`config.mk`:
```
export PLATFORM = sky130hd
export DESIGN_NAME = byte_perm_unit
export DESIGN_NICKNAME = d
export VERILOG_FILES = /design/src/rtl/bpu_pkg.sv /design/src/rtl/bpu_mask_add.sv /design/src/rtl/bpu_byte_sel.sv /design/src/rtl/byte_perm_unit.sv
export SDC_FILE = /design/constraint.sdc
export NUM_CORES = 1
export LEC_CHECK = 0
export ABC_CLOCK_PERIOD_IN_PS = 6450
export BUFFER_PORTS_ARGS = -buffer_cell sky130_fd_sc_hd__buf_2
export CAP_MARGIN = 30
export CORE_MARGIN = 3
export CORE_UTILIZATION = 45
export CTS_BUF_LIST = sky130_fd_sc_hd__clkbuf_8
export DETAILED_ROUTE_END_ITERATION = 10
export GPL_TIMING_DRIVEN = 0
export HOLD_SLACK_MARGIN = 0.02
export PLACE_DENSITY = 0.76
export SYNTH_ARGS = -nofsm -noshare
export SYNTH_HDL_FRONTEND = slang
export SYNTH_SLANG_ARGS = --single-unit
```
`constraint.sdc`:
```
create_clock -name clk -period 6.45 [get_ports clk]
set_input_delay 1.29 -clock clk [delete_from_list [all_inputs] [get_ports clk]]
set_output_delay 1.29 -clock clk [all_outputs]
set_load 0.02 [all_outputs]
```
`src/rtl/bpu_pkg.sv`:
```
package bpu_pkg;

    localparam int BYTE_W = 8;

    typedef logic [BYTE_W-1:0] byte_t;

endpackage

```
`src/rtl/bpu_mask_add.sv`:
```
module bpu_mask_add #(
    parameter int DATA_W = 64,
    parameter int MASK_W = 32
) (
    input  logic [DATA_W-1:0] add_x,
    input  logic [DATA_W-1:0] add_y,
    output logic [DATA_W-1:0] add_sum,
    output logic [MASK_W-1:0] add_mask
);

    always_comb begin
        add_sum  = add_x + add_y;
        add_mask = add_sum[MASK_W-1:0];
    end

endmodule

```
`src/rtl/bpu_byte_sel.sv`:
```
module bpu_byte_sel
    import bpu_pkg::*;
#(
    parameter int DATA_W = 64
) (
    input  logic [DATA_W-1:0]                         src_hi,
    input  logic [DATA_W-1:0]                         src_lo,
    input  logic [(DATA_W/BYTE_W)*$clog2(2*(DATA_W/BYTE_W))-1:0] sel_mask,
    output logic [DATA_W-1:0]                         perm_out
);

    localparam int NB     = DATA_W / BYTE_W;
    localparam int POOL_N = 2 * NB;
    localparam int SEL_W  = $clog2(POOL_N);
    localparam int MASK_W = NB * SEL_W;

    byte_t pool [POOL_N];

    // Pool entry 0 is the top byte of src_hi; entries NB.. come from src_lo.
    for (genvar p = 0; p < NB; p++) begin : g_pool
        assign pool[p]      = src_hi[DATA_W-1-BYTE_W*p -: BYTE_W];
        assign pool[NB + p] = src_lo[DATA_W-1-BYTE_W*p -: BYTE_W];
    end

    // Output byte k is picked by the k-th selector counted from the mask top.
    for (genvar k = 0; k < NB; k++) begin : g_lane
        logic [SEL_W-1:0] sel_k;
        assign sel_k = sel_mask[MASK_W-1-SEL_W*k -: SEL_W];
        assign perm_out[DATA_W-1-BYTE_W*k -: BYTE_W] = pool[sel_k];
    end

endmodule

```
`src/rtl/byte_perm_unit.sv`:
```
module byte_perm_unit
    import bpu_pkg::*;
#(
    parameter int DATA_W = 64,
    parameter int CTRL_W = 64
) (
    input  logic              clk,
    input  logic              rst_n,
    input  logic              ms_req,
    input  logic [DATA_W-1:0] ms_a,
    input  logic [DATA_W-1:0] ms_b,
    input  logic              sh_req,
    input  logic [DATA_W-1:0] sh_a,
    input  logic [DATA_W-1:0] sh_b,
    output logic              ms_res_vld,
    output logic [DATA_W-1:0] ms_res,
    output logic              sh_res_vld,
    output logic [DATA_W-1:0] sh_res,
    output logic [CTRL_W-1:0] ctrl
);

    localparam int NB     = DATA_W / BYTE_W;
    localparam int SEL_W  = $clog2(2 * NB);
    localparam int MASK_W = NB * SEL_W;
    localparam int LOW_W  = CTRL_W - MASK_W;

    typedef struct packed {
        logic              ms_vld;
        logic [DATA_W-1:0] ms_val;
        logic              sh_vld;
        logic [DATA_W-1:0] sh_val;
        logic [MASK_W-1:0] mask;
        logic [LOW_W-1:0]  low;
    } state_t;

    state_t st_d, st_q;

    logic [DATA_W-1:0] sum_w;
    logic [MASK_W-1:0] new_mask_w;
    logic [MASK_W-1:0] eff_mask_w;
    logic [DATA_W-1:0] perm_w;

    bpu_mask_add #(
        .DATA_W (DATA_W),
        .MASK_W (MASK_W)
    ) i_add (
        .add_x    (ms_a),
        .add_y    (ms_b),
        .add_sum  (sum_w),
        .add_mask (new_mask_w)
    );

    // Forward the pending mask write so a same-cycle shuffle sees it.
    always_comb begin
        eff_mask_w = ms_req ? new_mask_w : st_q.mask;
    end

    bpu_byte_sel #(
        .DATA_W (DATA_W)
    ) i_sel (
        .src_hi   (sh_a),
        .src_lo   (sh_b),
        .sel_mask (eff_mask_w),
        .perm_out (perm_w)
    );

    always_comb begin
        st_d        = st_q;
        st_d.ms_vld = ms_req;
        st_d.sh_vld = sh_req;
        if (ms_req) begin
            st_d.ms_val = sum_w;
            st_d.mask   = new_mask_w;
        end
        if (sh_req) begin
            st_d.sh_val = perm_w;
        end
    end

    always_ff @(posedge clk) begin
        if (!rst_n) begin
            st_q <= '0;
        end else begin
            st_q <= st_d;
        end
    end

    assign ms_res_vld = st_q.ms_vld;
    assign ms_res     = st_q.ms_val;
    assign sh_res_vld = st_q.sh_vld;
    assign sh_res     = st_q.sh_val;
    assign ctrl       = {st_q.mask, st_q.low};

    AST_SUM_RESULT: assert property (@(posedge clk) disable iff (!rst_n)
        ms_res_vld |-> ms_res == $past(ms_a) + $past(ms_b));

    AST_MASK_WRITE: assert property (@(posedge clk) disable iff (!rst_n)
        ms_res_vld |-> ctrl[CTRL_W-1 -: MASK_W] ==
            $past(ms_a[MASK_W-1:0]) + $past(ms_b[MASK_W-1:0]));

    AST_MASK_HOLD: assert property (@(posedge clk) disable iff (!rst_n)
        !ms_res_vld |-> $stable(ctrl[CTRL_W-1 -: MASK_W]));

    AST_LOW_ZERO: assert property (@(posedge clk) disable iff (!rst_n)
        ctrl[LOW_W-1:0] == '0);

    AST_SH_PULSE: assert property (@(posedge clk) disable iff (!rst_n)
        sh_res_vld == $past(sh_req));

    AST_SH_HOLD: assert property (@(posedge clk) disable iff (!rst_n)
        !sh_res_vld |-> $stable(sh_res));

endmodule

```
After elaboration in Yosys (flattened, before gate mapping)
Cells that the tools add are included.
Storage, ports and cells
  register bits after elaboration: 162
  logic and storage cells: 47
  output and inout bits: 194
  bits of input ports: 260
Operators by class
  bitwise operators: 8
  add/sub/neg operators: 1
  order comparisons: 8
  muxes and demuxes: 25
Operators with widths (number)
  binary-select mux 8 bit (select 4 bit): 8
  2-to-1 mux 8 bit: 16
  adder 64 bit: 1
  greater-or-equal comparator 5 bit (second input constant): 8
  NOT 4 -> 5 bit: 8
  2-to-1 mux 32 bit: 1

Depth between registers and ports, before layout
  depth in word-level cells: 6
  mapped depth: 15

By module
A second synthesis with hierarchy kept.
Unflattened totals
  cells, all modules: 1673
  area, all modules: 18552.8 um^2
Modules (own cells, without submodules)
  bpu_byte_sel: cells an instance 560, area an instance 8181.6 um^2, sequential area each 0.0 um^2, instances 1
  byte_perm_unit: cells an instance 553, area an instance 6502.5 um^2, sequential area each 3243.1 um^2, instances 1
  bpu_mask_add: cells an instance 560, area an instance 3868.7 um^2, sequential area each 0.0 um^2, instances 1

Worst setup path before layout
Ideal clock, no wire load.
  path kind: in2reg
  start: input ms_a[0]
  end: register st_q, in the netlist sh_res[36]
  stages: 14
  data required time: 6.321 ns
  path slack: 1.665 ns
  library setup time: 0.129 ns
  path buffers: 1
  data arrival time: 4.656 ns
  cell sequence: ha_1 fa_1 a211oi_1 o21ai_1 a211oi_1 o21ai_0 xor2_1 nand2_1 a21boi_2 buf_2 mux4_2 a22o_1 a21oi_1 o21ai_0
On the way
  word-level cells in the longest chain between the ends: 6
RTL lines
  start, declared: RTL line byte_perm_unit.sv:10  | input logic [DATA_W-1:0] ms_a,
  adder 64 bit: RTL line bpu_mask_add.sv:12  | add_sum = add_x + add_y;
  2-to-1 mux 32 bit
  NOT 4 -> 5 bit (not written as such): RTL line bpu_byte_sel.sv:29  | assign perm_out[DATA_W-1-BYTE_W*k -: BYTE_W] = pool[sel_k];
  binary-select mux 8 bit (select 4 bit): RTL line bpu_byte_sel.sv:29
  2-to-1 mux 8 bit (not written as such) (2 in a row): RTL line bpu_byte_sel.sv:29
  end signal, assigned: RTL line byte_perm_unit.sv:84  | st_q <= st_d;
  end, declared: RTL line byte_perm_unit.sv:36  | state_t st_d, st_q;
No other way between the ends. The select of a mux whose other input is x is not followed.
A chain may end at the register's enable or synchronous reset.

Worst setup path after layout
  start: input ms_a[0]
  end: register st_q, in the netlist sh_res[41]
Same word-level chain as after synthesis.

==> impl_summary.md <==
Power
Across the VDD grid, the largest voltage drop is 139 uV. Power spread over the standard cell area amounts to 236 nW/um^2. The static power due to leakage is 0.00983 uW.

Synth
Sequential cells were found to cover 18.1% of the synthesized design area. After technology mapping, the gate count stands at 2053. The mapped netlist covers 18000 um^2. Synthesis inferred 162 register bits.

Averaged over all synthesized cells, the footprint is 8.75 um^2. The prevailing post-synth register cell is dfxtp_1. In the synthesized netlist the async set-or-reset flop fraction comes to 0%.

The number of warnings printed during yosys synthesis is 0. The number of different library cells in the post-synthesis netlist is 80. The number of enable-type register cells in the synthesized netlist is 0.

Routing
The overall routed net length is 92900 um. The iteration count of the initial detailed-routing pass is 8. The first routing iteration left 2751 violations.

The count of nets left with antenna violations after detail routing is 0. The final routed wire length divided by cell count is 30.3 um. In the routed layout, each cell is associated on average with a via count of 6.80. The post-detailed-route DRC marker count is 0.

Summing over every cut layer, the via total after detailed routing is 20800.

Critical path
The depth of the critical timing path with buffers and inverters included is 16. The worst reg-to-reg path cell count is 8. The largest incremental delay on the critical path is 770 ps. In this run the register-to-register setup slack is 2880 ps. The worst setup path is of the in -> reg kind.

The cell class contributing the biggest share of worst-path delay is compound AO/OA/AOI/OAI gates. The required time of the critical path is 6910 ps. The worst register-to-register path ends at sh_res[1]$_SDFFE_PN0P_.

Data on the critical path arrives at its endpoint at 6330 ps. The slowest stage of the critical path is the a211oi_1 cell. The number of buffer and inverter instances along the worst setup path is 3. The endpoint of the most critical setup path is sh_res[41]$_SDFFE_PN0P_.

Walking the worst path, the cells encountered are buf_2 > ha_1 > fa_1 > a211oi_1 > o21ai_1 > a211oi_1 > o31a_1 > xor2_1 > nor2_1 > a21oi_1 > buf_2 > clkbuf_1 > nand2_1 > o211ai_1 > nand3_1 > o21ai_0. The endpoint type of the worst setup path is a flop. STA classifies the critical path startpoint as an input port. The worst setup path startpoint is ms_a[0]. The launch instance of the worst register-to-register path is ctrl[32]$_SDFF_PN0_. The largest fanout on the critical path is 10.

Clock tree
After clock tree synthesis, the setup repair step added 0 buffers. The number of buffers inserted for hold repair after clock tree synthesis is 0. Buffers inserted during clock tree synthesis total 17. Once the clock tree was built, the resizer swapped 0 gates to a different size. CTS saw 162 sinks. In this run the deepest clock path goes through 2 buffers. In this run the clock root is driven by a clkbuf_8. The clock network latency to the later pin of the worst-skew pair is 530 ps. The clock edge transition at the registers on the reported setup and hold paths is 120 ps.

TritonCTS built the clock tree. The deepest level of the CTS H-tree is 4.

Timing
At the pin with the least slew margin, the transition time is 1140 ps. Clock skew on the completed layout was measured at 21.0 ps. Counting I/O delays and the setup requirement, the final critical path takes 5870 ps. The max-slew violation count is 0. Setup repair after global routing left no endpoint under its margin. The fmax is 170 MHz.

In this run the tightest slew margin relative to its limit is 21.8%. Setup violations remaining at the end of the flow were counted as 0. Summed over all failing endpoints, the final setup total negative slack is 0 ps. The tightest hold margin is 463 ps. The count of endpoints failing hold in the final timing report is 0.

In the finished design, the share of the clock period the worst path needs comes to 91.0%.

Floorplanning
In this run the horizontal extent of the chip is 206 um. The die outline height is 206 um. The core area is 39000 um^2. Row generation in the floorplan step produced 72 rows. The area of the die is 42300 um^2.

The top-level I/O count is 454. The initial utilization of the core area, before any placement, comes to 46.0%.

Placement
The last weighted congestion value of the routability-driven placer is 1.08. The placed wire-length estimate is 71100 um. The count of input and output buffers is 419.

Global routing
The first global-routing pass estimated 130000 um of wire. The number of antenna violations at the first check in global routing is 13. Entering global routing, the biggest net connects 18 pins. The aggregate global-route resource usage is 42.1%. The via count of the first global-routing pass is 19800. Summed over all layers, the global routing overflow is 0.

Layout
The number of nets in the finished design is 2850. The area taken by multi-input logic gates is 13700 um^2. The post-route netlist has 29.1% of its cells at a drive strength greater than 1.

The number of fill cells is 3670. The sequential cell area in the final layout is 3240 um^2. Relative to the synthesized area, the layout overhead comes to 18.8%.

Flow run
The number of maximum-capacitance constraint violations is 0.

Run status
The flow ran to the end, and the final reports show no timing, DRC or antenna violations.

Hold path
The tightest min-delay check is of the reg -> reg type.
cell families after synthesis:
logic type               count (synthesis)  share of synthesized area, %
other                                    1                        0.0209
AND/OR/NAND/NOR                        589                          14.8
XOR/XNOR                                54                          2.63
flip-flops                             162                          18.1
adder cells (fa/ha/maj)                 64                          4.50
multiplexers                           410                          32.8
AO/OA/AOI/OAI                          556                          21.1
buffers and inverters                  217                          6.06
where the power goes:
part,total [uW],internal (uW),leakage (uW),switching [uW]
Sequential,1230,1140,0.00134,90.1
Combinational,2900,1130,0.00827,1770
Clock,911,414,0.000228,497
cell usage in the layout (no fill, tap or decap), types with 32 or more instances in the layout:
cell / synthesis / routed
a21oi_1: 147 / 147
buf_2: 28 / 449
dfxtp_1: 162 / 162
mux4_2: 138 / 138
nor2_1: 120 / 120
o211ai_1: 47 / 47
buf_4: 45 / 47
mux2_2: 45 / 45
nor2b_1: 39 / 39
clkbuf_1: 98 / 98
a21o_1: 40 / 40
mux2i_1: 226 / 226
conb_1: 1 / 32
a211oi_1: 54 / 54
xnor2_1: 32 / 32
ha_1: 63 / 63
o21ai_0: 73 / 73
nand3_1: 41 / 41
nand2_1: 277 / 277
Yosys cell counts (32+ instances only):
| master | instances | share of area [%] |
|---|---|---|
| mux2i_1 | 226 | 13 |
| a21o_1 | 40 | 1.7 |
| nor2b_1 | 39 | 1.4 |
| o211ai_1 | 47 | 2.0 |
| nand2_1 | 277 | 5.8 |
| mux2_2 | 45 | 2.8 |
| mux4_2 | 138 | 17 |
| xnor2_1 | 32 | 1.6 |
| buf_4 | 45 | 1.9 |
| o21ai_0 | 73 | 2.0 |
| a21oi_1 | 147 | 4.1 |
| nor2_1 | 120 | 2.5 |
| dfxtp_1 | 162 | 18 |
| nand3_1 | 41 | 1.1 |
| ha_1 | 63 | 4.4 |
| clkbuf_1 | 98 | 2.0 |
| a211oi_1 | 54 | 2.3 |
worst min-delay path by stage:
stage                                  startpoint                       to  slack, ps  cells after the start
after floorplan           sh_res[49]$_SDFFE_PN0P_  sh_res[49]$_SDFFE_PN0P_        520                      2
after global placement    sh_res[28]$_SDFFE_PN0P_  sh_res[28]$_SDFFE_PN0P_        430                      1
after detailed placement  sh_res[28]$_SDFFE_PN0P_  sh_res[28]$_SDFFE_PN0P_        440                      1
after CTS                 sh_res[54]$_SDFFE_PN0P_  sh_res[54]$_SDFFE_PN0P_        470                      2
after global routing      sh_res[26]$_SDFFE_PN0P_  sh_res[26]$_SDFFE_PN0P_        480                      1
final                     sh_res[53]$_SDFFE_PN0P_  sh_res[53]$_SDFFE_PN0P_        460                      2
worst min-delay path: cells and delay by family (launching register included):
kind | cells | cell delay [ps]
compound gates | 1 | 50
flops | 1 | 330
simple gates | 1 | 50
state kept, by name (all words and copies together), names as in the netlist:
signal      count
ms_res_vld      1
ctrl           32
ms_res         64
sh_res_vld      1
sh_res         64
through the flow:
| stage | total power [uW] | cells | cell area [um^2] | setup WS [ps] | util [%] |
|---|---|---|---|---|---|
| 2_1_floorplan | 3100 | 2084 | 18100 | 1670 | - |
| 6_report | 5040 | 3067 | 21300 | 583 | 54.7 |
| 3_3_place_gp | 4010 | 3021 | 20800 | 424 | 53.4 |
| 3_5_place_dp | 4040 | 3025 | 20800 | 324 | 53.4 |
| 4_1_cts | 4940 | 3057 | 21300 | 855 | 54.6 |
| 5_1_grt | 5210 | 3058 | 21300 | 537 | 54.6 |
final cells by class:
class | count | area share, %
clock inverters | 14 | 0.986
well taps | 518 | 3.04
clock buffers | 18 | 1.16
repair buffers | 423 | 9.95
diodes | 10 | 0.117
multi-input cells | 1705 | 64.4
inverters | 25 | 0.440
flip-flops and latches | 162 | 15.2
plain buffers | 192 | 4.66
layer usage:
metal	GRT usage, %	part of all wire, %
met5	0	0.055
met4	29.1	9.1
met3	12.7	13
met2	64.7	43
met1	50.3	34
No activity file was read; power rests on OpenSTA's default activity.
